--- config.mk ---
export PLATFORM = sky130hd
export DESIGN_NAME = phase_splitter
export DESIGN_NICKNAME = d
export VERILOG_FILES = /design/src/rtl/phs_pkg.sv /design/src/rtl/phs_mode_dec.sv /design/src/rtl/phs_rotor.sv /design/src/rtl/phs_blank.sv /design/src/rtl/phase_splitter.sv
export SDC_FILE = /design/constraint.sdc
export NUM_CORES = 1
export LEC_CHECK = 0
export BUFFER_PORTS_ARGS = -buffer_cell sky130_fd_sc_hd__buf_2
export CAP_MARGIN = 10
export CELL_PAD_IN_SITES_DETAIL_PLACEMENT = 1
export CELL_PAD_IN_SITES_GLOBAL_PLACEMENT = 2
export CORE_MARGIN = 10
export CORE_UTILIZATION = 32
export DETAILED_ROUTE_END_ITERATION = 10
export GPL_ROUTABILITY_DRIVEN = 0
export PLACE_DENSITY = 0.75
export SETUP_SLACK_MARGIN = 0.1
export SLEW_MARGIN = 20
export SYNTH_ARGS = -nofsm -noshare
export SYNTH_HDL_FRONTEND = slang
export SYNTH_HIERARCHICAL = 1
export SYNTH_SLANG_ARGS = --single-unit
export TNS_END_PERCENT = 20
--- constraint.sdc ---
create_clock -name clk -period 2.6 [get_ports clk]
set_input_delay 0.52 -clock clk [delete_from_list [all_inputs] [get_ports clk]]
set_output_delay 0.52 -clock clk [all_outputs]
set_load 0.02 [all_outputs]
--- src/rtl/phs_pkg.sv ---
package phs_pkg;
  localparam int NUM_CH = 3;
  typedef logic [1:0] ch_idx_t;
  typedef enum logic [1:0] {
    MODE_TRI  = 2'd0,
    MODE_DUO  = 2'd1,
    MODE_SOLO = 2'd2
  } phase_mode_e;
endpackage

--- src/rtl/phs_mode_dec.sv ---
module phs_mode_dec
  import phs_pkg::*;
(
  input  logic        cs2_strap,
  input  logic        cs3_strap,
  output phase_mode_e mode
);
  // channel-2 strap dominates: single phase regardless of channel-3 strap
  always_comb begin
    if (cs2_strap)      mode = MODE_SOLO;
    else if (cs3_strap) mode = MODE_DUO;
    else                mode = MODE_TRI;
  end
endmodule

--- src/rtl/phs_rotor.sv ---
module phs_rotor
  import phs_pkg::*;
(
  input  logic        clk,
  input  logic        rst,
  input  logic        clear,
  input  logic        advance,
  input  phase_mode_e mode,
  output ch_idx_t     fire_ch
);
  ch_idx_t ptr_q;
  ch_idx_t last_ch;
  ch_idx_t next_ch;

  always_comb begin
    case (mode)
      MODE_DUO:  last_ch = ch_idx_t'(1);
      MODE_SOLO: last_ch = ch_idx_t'(0);
      default:   last_ch = ch_idx_t'(NUM_CH - 1);
    endcase
    // a pointer left beyond the range of a new mode folds back to channel 1
    fire_ch = (ptr_q > last_ch) ? ch_idx_t'(0) : ptr_q;
    next_ch = (fire_ch == last_ch) ? ch_idx_t'(0) : fire_ch + ch_idx_t'(1);
  end

  always_ff @(posedge clk) begin
    if (rst || clear)  ptr_q <= '0;
    else if (advance)  ptr_q <= next_ch;
  end
endmodule

--- src/rtl/phs_blank.sv ---
module phs_blank #(
  parameter int BLANK_CYC = 4
) (
  input  logic clk,
  input  logic rst,
  input  logic clear,
  input  logic load,
  output logic idle
);
  localparam int CNT_W = (BLANK_CYC < 1) ? 1 : $clog2(BLANK_CYC + 1);

  logic [CNT_W-1:0] cnt_q;

  always_ff @(posedge clk) begin
    if (rst || clear)      cnt_q <= '0;
    else if (load)         cnt_q <= CNT_W'(BLANK_CYC);
    else if (cnt_q != '0)  cnt_q <= cnt_q - 1'b1;
  end

  assign idle = (cnt_q == '0);
endmodule

--- src/rtl/phase_splitter.sv ---
module phase_splitter
  import phs_pkg::*;
#(
  parameter int BLANK_CYC = 4
) (
  input  logic       clk,
  input  logic       rst,
  input  logic       en,
  input  logic       cs2_strap,
  input  logic       cs3_strap,
  input  logic       cmp_on,
  input  logic       ilim,
  output logic [2:0] pwm,
  output logic [2:0] mux_sel
);
  phase_mode_e mode;
  ch_idx_t     fire_ch;
  logic        blank_idle;
  logic        on_q;
  logic        turn_on;
  logic        turn_off;
  logic [NUM_CH-1:0] pat_pwm;
  logic [NUM_CH-1:0] pat_sel;
  logic [NUM_CH-1:0] pwm_q;
  logic [NUM_CH-1:0] sel_q;

  phs_mode_dec u_mode (
    .cs2_strap (cs2_strap),
    .cs3_strap (cs3_strap),
    .mode      (mode)
  );

  phs_rotor u_rotor (
    .clk     (clk),
    .rst     (rst),
    .clear   (!en),
    .advance (turn_on),
    .mode    (mode),
    .fire_ch (fire_ch)
  );

  phs_blank #(.BLANK_CYC(BLANK_CYC)) u_blank (
    .clk   (clk),
    .rst   (rst),
    .clear (!en),
    .load  (turn_on || turn_off),
    .idle  (blank_idle)
  );

  assign turn_on  = en && !on_q && blank_idle && cmp_on;
  assign turn_off = en && on_q && (ilim || (blank_idle && !cmp_on));

  // per-channel drive pattern for the channel selected by the rotor
  for (genvar g = 0; g < NUM_CH; g++) begin : g_pat
    always_comb begin
      if (mode == MODE_SOLO) begin
        pat_pwm[g] = (g == 0) || (g == NUM_CH - 1);
        pat_sel[g] = (g == 0);
      end else begin
        pat_pwm[g] = (fire_ch == ch_idx_t'(g));
        pat_sel[g] = (fire_ch == ch_idx_t'(g));
      end
    end
  end

  always_ff @(posedge clk) begin
    if (rst || !en) begin
      on_q  <= 1'b0;
      pwm_q <= '0;
      sel_q <= '0;
    end else if (turn_on) begin
      on_q  <= 1'b1;
      pwm_q <= pat_pwm;
      sel_q <= pat_sel;
    end else if (turn_off) begin
      on_q  <= 1'b0;
      pwm_q <= '0;
      sel_q <= '0;
    end
  end

  assign pwm     = pwm_q;
  assign mux_sel = sel_q;
endmodule

# Yosys cells after proc, flatten, opt, wreduce, memory -nomap -nowiden
# Cells that the tools add are included.
[totals] ff_bits=12 latch_bits=0 ramBits=0 romBits=0 inputBits=7 output_inout_bits=6 memories=0
[classes] add_sub_neg=2 multipliers=0 n_div=0 magnitude_cmp=1 n_eq_ne=5 shifts=0 n_mux=16 n_bitwise=0 n_reduce_logical=18
[ops] operator="3-bit two-way mux" n=5
[ops] operator="1-bit two-way mux" n=7
[ops] operator="1-bit logical AND" n=6
[ops] operator="2-bit two-way mux" n=3
[ops] operator="2-bit by 1-bit == test with 1-bit output, second input constant" n=2
[ops] operator="2-bit == test, second input constant" n=2
[ops] operator="2-bit one-hot mux with 2 select lines" n=1
[ops] operator="2-bit nonzero test" n=2
[ops] operator="1-bit zero test" n=3
[ops] operator="3-bit zero test" n=1
[ops] operator="1-bit logical OR" n=3
[ops] operator="3-bit nonzero test" n=1
[ops] operator="3-bit by 1-bit subtractor with 3-bit output, second input constant" n=1
[ops] operator="2-bit by 1-bit adder with 2-bit output, second input constant" n=1
[ops] operator="2-bit == test" n=1
[ops] operator="2-bit greater-than comparator" n=1
[ops] operator="2-bit zero test" n=1
[ops] operator="2-bit OR reduction" n=1

# Logic depth before layout (Yosys ltp)
[depth] word_depth=9 ltp_mapped=11 depth_no_buf=10

# By module
# The synthesis kept the hierarchy.
[by_module_without_submodules] mod="phase_splitter" n_inst=1 cells_per_inst=34 area_per_inst_um2=317.8 seq_area_each_um2=100.1
[by_module_without_submodules] mod="phs_rotor" n_inst=1 cells_per_inst=31 area_per_inst_um2=252.7 seq_area_each_um2=40.0
[by_module_without_submodules] mod="phs_blank" n_inst=1 cells_per_inst=18 area_per_inst_um2=173.9 seq_area_each_um2=60.1
[by_module_without_submodules] mod="phs_mode_dec" n_inst=1 cells_per_inst=2 area_per_inst_um2=21.3 seq_area_each_um2=0.0

# Worst setup path before layout
# No wires, ideal clock.
[synth_path] path_type="input to register" startpoint="in cs3_strap" endpoint="reg pwm_q[0], in the netlist pwm[0]" setup_time_ps=125 t_arrival_ps=2138 required_time_ps=2475 slack_ps=337 path_stages=9 path_buffers=0 cell_sequence="nor2b_4 -> ha_1 -> inv_1 -> ha_1 -> nor2b_2 -> o21ai_0 -> inv_1 -> a21oi_1 -> o22ai_1"
[synth_via] elab_chain_cells=9 elab_cells_between_ends=10 cone_classes="order compare (1); eq/ne (2); mux (6); reduce/logical (1)"
[synth_lines] element="from (decl)" line_no="phase_splitter.sv:10" text="input logic cs3_strap,"
[synth_lines] element="1-bit two-way mux (*)" line_no="phs_mode_dec.sv:11" text="else if (cs3_strap) mode = MODE_DUO;"
[synth_lines] element="2-bit two-way mux (*)" line_no="phs_mode_dec.sv:10" text="if (cs2_strap) mode = MODE_SOLO;"
[synth_lines] element="2-bit == test or 2-bit by 1-bit == test with 1-bit output (tied branches)" line_no="phs_rotor.sv:16" text="case (mode)"
[synth_lines] element="2-bit one-hot mux with 2 select lines (*)" line_no="phs_rotor.sv:16"
[synth_lines] element="2-bit greater-than comparator (*)" line_no="phs_rotor.sv:22" text="fire_ch = (ptr_q > last_ch) ? ch_idx_t'(0) : ptr_q;"
[synth_lines] element="2-bit two-way mux (*)" line_no="phs_rotor.sv:22"
[synth_lines] element="net fire_ch[1]" line_no="phase_splitter.sv:17" text="ch_idx_t fire_ch;"
[synth_lines] element="2-bit zero test (*)" line_no="phase_splitter.sv:60" text="pat_pwm[g] = (fire_ch == ch_idx_t'(g));"
[synth_lines] element="1-bit two-way mux (*)" line_no="phase_splitter.sv:56" text="if (mode == MODE_SOLO) begin"
[synth_lines] element="3-bit two-way mux (*)" line_no="phase_splitter.sv:71" text="end else if (turn_on) begin"
[synth_lines] element="to (signal assigned)" line_no="phase_splitter.sv:73" text="pwm_q <= pat_pwm;"
[synth_lines] element="to (decl)" line_no="phase_splitter.sv:24" text="logic [NUM_CH-1:0] pwm_q;"
# The timed path passes the listed nets; every way through them passes the cells marked *.
# A chain may end at the register's enable or synchronous reset.

# Worst setup path in the final report
[layout_path] startpoint="in cs3_strap" endpoint="reg pwm_q[2], in the netlist pwm[2]"
[layout_via] elab_chain_cells=9 elab_cells_between_ends=10 cone_classes="order compare (1); eq/ne (3); mux (6)"
[layout_lines] element="1-bit two-way mux (*)" line_no="phs_mode_dec.sv:11"
[layout_lines] element="2-bit two-way mux (*)" line_no="phs_mode_dec.sv:10"
[layout_lines] element="net mode[0]" line_no="phase_splitter.sv:16" text="phase_mode_e mode;"
[layout_lines] element="2-bit == test or 2-bit by 1-bit == test with 1-bit output (tied branches)" line_no="phs_rotor.sv:16"
[layout_lines] element="2-bit one-hot mux with 2 select lines (*)" line_no="phs_rotor.sv:16"
[layout_lines] element="2-bit greater-than comparator (*)" line_no="phs_rotor.sv:22"
[layout_lines] element="2-bit two-way mux (*)" line_no="phs_rotor.sv:22"
[layout_lines] element="net fire_ch[0]" line_no="phase_splitter.sv:17"
[layout_lines] element="2-bit == test (*)" line_no="phase_splitter.sv:60"
[layout_lines] element="1-bit two-way mux (*)" line_no="phase_splitter.sv:56"
[layout_lines] element="3-bit two-way mux (*)" line_no="phase_splitter.sv:71"
# Marked as above.

==> results.md <==
* CP Launch Type: input pin
* Reg-to-reg endpoint: u_rotor/ptr_q[0]
* Post-synthesis cell count at 85
* Worst Hold Path EP: pwm[2]
* Avg Inst Size Synth at around 9.0 um^2
* Initial DRT Pass Iterations at 4
* Largest stage delay, worst path at 0.35 ns
* Outcome: complete, no violations
* Die Width at 68.9 um
* Num CTS Buffers at 3
* CTS clk-pin slew, worst paths at around 0.07 ns
* Hold WS at 0.467 ns
* Dpl cell area at 846 um^2
* Initial cell density of the core at 0.340
* Worst EP required at 2.75 ns
* Port buffer count at 12
* Tmin final at 2.21 ns
* Final WL at roughly 1.7 mm
* # diodes at 0
* Reg2Reg Depth at 8
* Vias in the first global route at 653
* Crit-path cells: buf_2 -> nor2b_4 -> ha_1 -> inv_1 -> ha_1 -> nor2b_2 -> or3_1 -> nand2_1 -> inv_1 -> a21oi_1 -> o22ai_1
* Area delta synth->final at 15.2%
* Nets at 113
* Routed Antenna Nets at 0
* Relative slew slack at 0.587
* Hold Path Depth at 2
* CP arrival at 2.36 ns
* Crit path kind: input pin to flop
* Die footprint at between 4000 and 5000 um^2
* Gr ovfl total at 0
* Sequential cell area at roughly 200 um^2
* Crit-path max FO at 4
* Critical path endpoint category: flop
* Power density cells at 447 nW/um^2
* Setup repair after global routing missed its margin: no
* Die height at a little under 70 um
* Crit path setup slack, layout at 0.389 ns
* Worst r2r src: u_blank/cnt_q[0]
* Max VDD drop at 0.000450 V
* First-pass GRT wire length at 3.01 mm
* Clock Skew at roughly 0.0039 ns
* H-Tree Depth at 1
* # fillers at 290
* Synth Flop Type: dfxtp_1
* Worst Path Buf+Inv at 3
* Hold path start: pwm[2]
* Num rows at 17
* Post-detail-place hpwl at ~1.4 mm
* Vias per Instance at 4.79
* Final Max Slew Viols at 0
* Mapped cell area at 766 um^2
* Slowest-stage cell, CP: or3_1
* Most frequent cells in the layout: 12 x buf_2, 11 x inv_1, 10 x nand2_1, 10 x dfxtp_1, 6 x ha_1
* Post-synth cell types at 38
* CTS tree: yes
* Via count at 608
* PostCTS Resize Cnt at 0
* Dpl ws at 0.103 ns
* Fmax at ~0.45 GHz
* R2R setup slack at 0.42 ns
* Hold Crit Class: flop to flop
* Design area at 882 um^2
* Worst path top cell family by delay: simple AND/OR/NAND/NOR gates
* Clock Sinks at 10
* Crit share post-route at 0.850
* Io pins at 13
* MaxCap Viol Count at 0
* Ratio of cells with drive above 1 in the final layout at 0.323
* Seq cells post-synth at 10
* TNS Setup at 0 ns
* # hold bufs at CTS at 0
* Leak Pwr at about 0.39 nW
* Largest net degree at the start of global routing at 9
* Most common cell after layout, fill and taps aside: buf_2
* Root Driver: clkbuf_4
* Setup Viol. Count Final at 0
* Synthesized Nets at 98
* Placed cells at roughly 120
* Clk buf depth at 2
* Skew-Pair Late Insertion Delay at around 0.27 ns
* FFs w/ async S/R, synth at 0
* Antenna violations before repair at 0
* Hold Vio Cnt, Final at 0
* Core region area at 2250 um^2
* Final core occ at 0.391
* Gr usage total at 0.0830
* Worst Tran Pin Value at 0.619 ns
* Post-CTS Setup Inserts at 0
* Area of the multi-input gates at 490 um^2
* EDFF count, synth at 0
* Initial DRC count at 9
* Finished Layout Cells at 127
* Drt wl/cell at 13.4 um
* Syn. warnings at 6
* Power, Total at 0.394 mW
* DRC Markers at 0
* Seq/Total Area, Yosys at 0.261
power breakdown:
part | total [mW] | leakage [nW] | internal [mW] | switching (mW)
registers | 0.162 | 0.0811 | 0.158 | 0.00425
clock network | 0.142 | 0.0210 | 0.0850 | 0.0572
logic | 0.0897 | 0.284 | 0.0373 | 0.0524
total | 0.394 | 0.386 | 0.280 | 0.114
kinds of logic after synthesis:
logic type,Yosys count,share of synthesized area
and+or+nand+nor,35,0.315
AOI/OAI and AO/OA,16,0.203
buffers and inverters,16,0.0980
DFF,10,0.261
adders and majority gates,6,0.0980
xor gates and xnor gates,1,0.0114
muxes,1,0.0131
final cells by class:
type	instances	share of cell area
clock buffer	4	0.0411
timing repair buffer	14	0.0851
multi-input combinational	59	0.556
tap	28	0.0397
inverter	12	0.0511
sequential	10	0.227
cells in the mapped netlist (2+ instances only):
master	instances	share of area
o32ai_2	2	0.042
nor2b_1	3	0.025
o22ai_1	2	0.016
buf_4	3	0.029
nand2_1	10	0.049
o21ai_0	2	0.013
nand3_1	2	0.013
nand2b_1	3	0.025
ha_1	6	0.098
nor4_1	2	0.016
inv_1	11	0.054
dfxtp_1	10	0.26
a21oi_1	4	0.026
worst reg2reg max path: stages (launching register included):
cell	delay [ns]
dfxtp_1	0.35
inv_1	0.05
ha_1	0.21
ha_1	0.30
and3b_2	0.30
and2_2	0.25
nor4_4	0.34
and3b_1	0.23
nor3_2	0.08
worst max path at each step:
stage | startpoint | to | cells after the start
final | cs3_strap | pwm[2] | 11
after floorplan | cs3_strap | pwm[0] | 9
after global placement | cs3_strap | pwm[0] | 11
after global routing | cs3_strap | u_rotor/ptr_q[0] | 11
after CTS | cs3_strap | pwm[1] | 10
after detailed placement | cs3_strap | pwm[2] | 11
routing by layer:
layer	vias to the layer above	global-route usage	part of all wire
met5	-	0	0
met3	0	0.0354	0.048
met4	0	0.0222	0
li1	320	-	-
met2	9	0.140	0.50
met1	279	0.0932	0.46
flip-flops by register name, summed over array words and instances, names as in the netlist:
| signal | cells |
|---|---|
| u_blank/cnt_q | 3 |
| pwm | 3 |
| u_rotor/ptr_q | 2 |
| mux_sel | 1 |
| on_q | 1 |
Note: power is estimated with default switching activity, not from simulation.
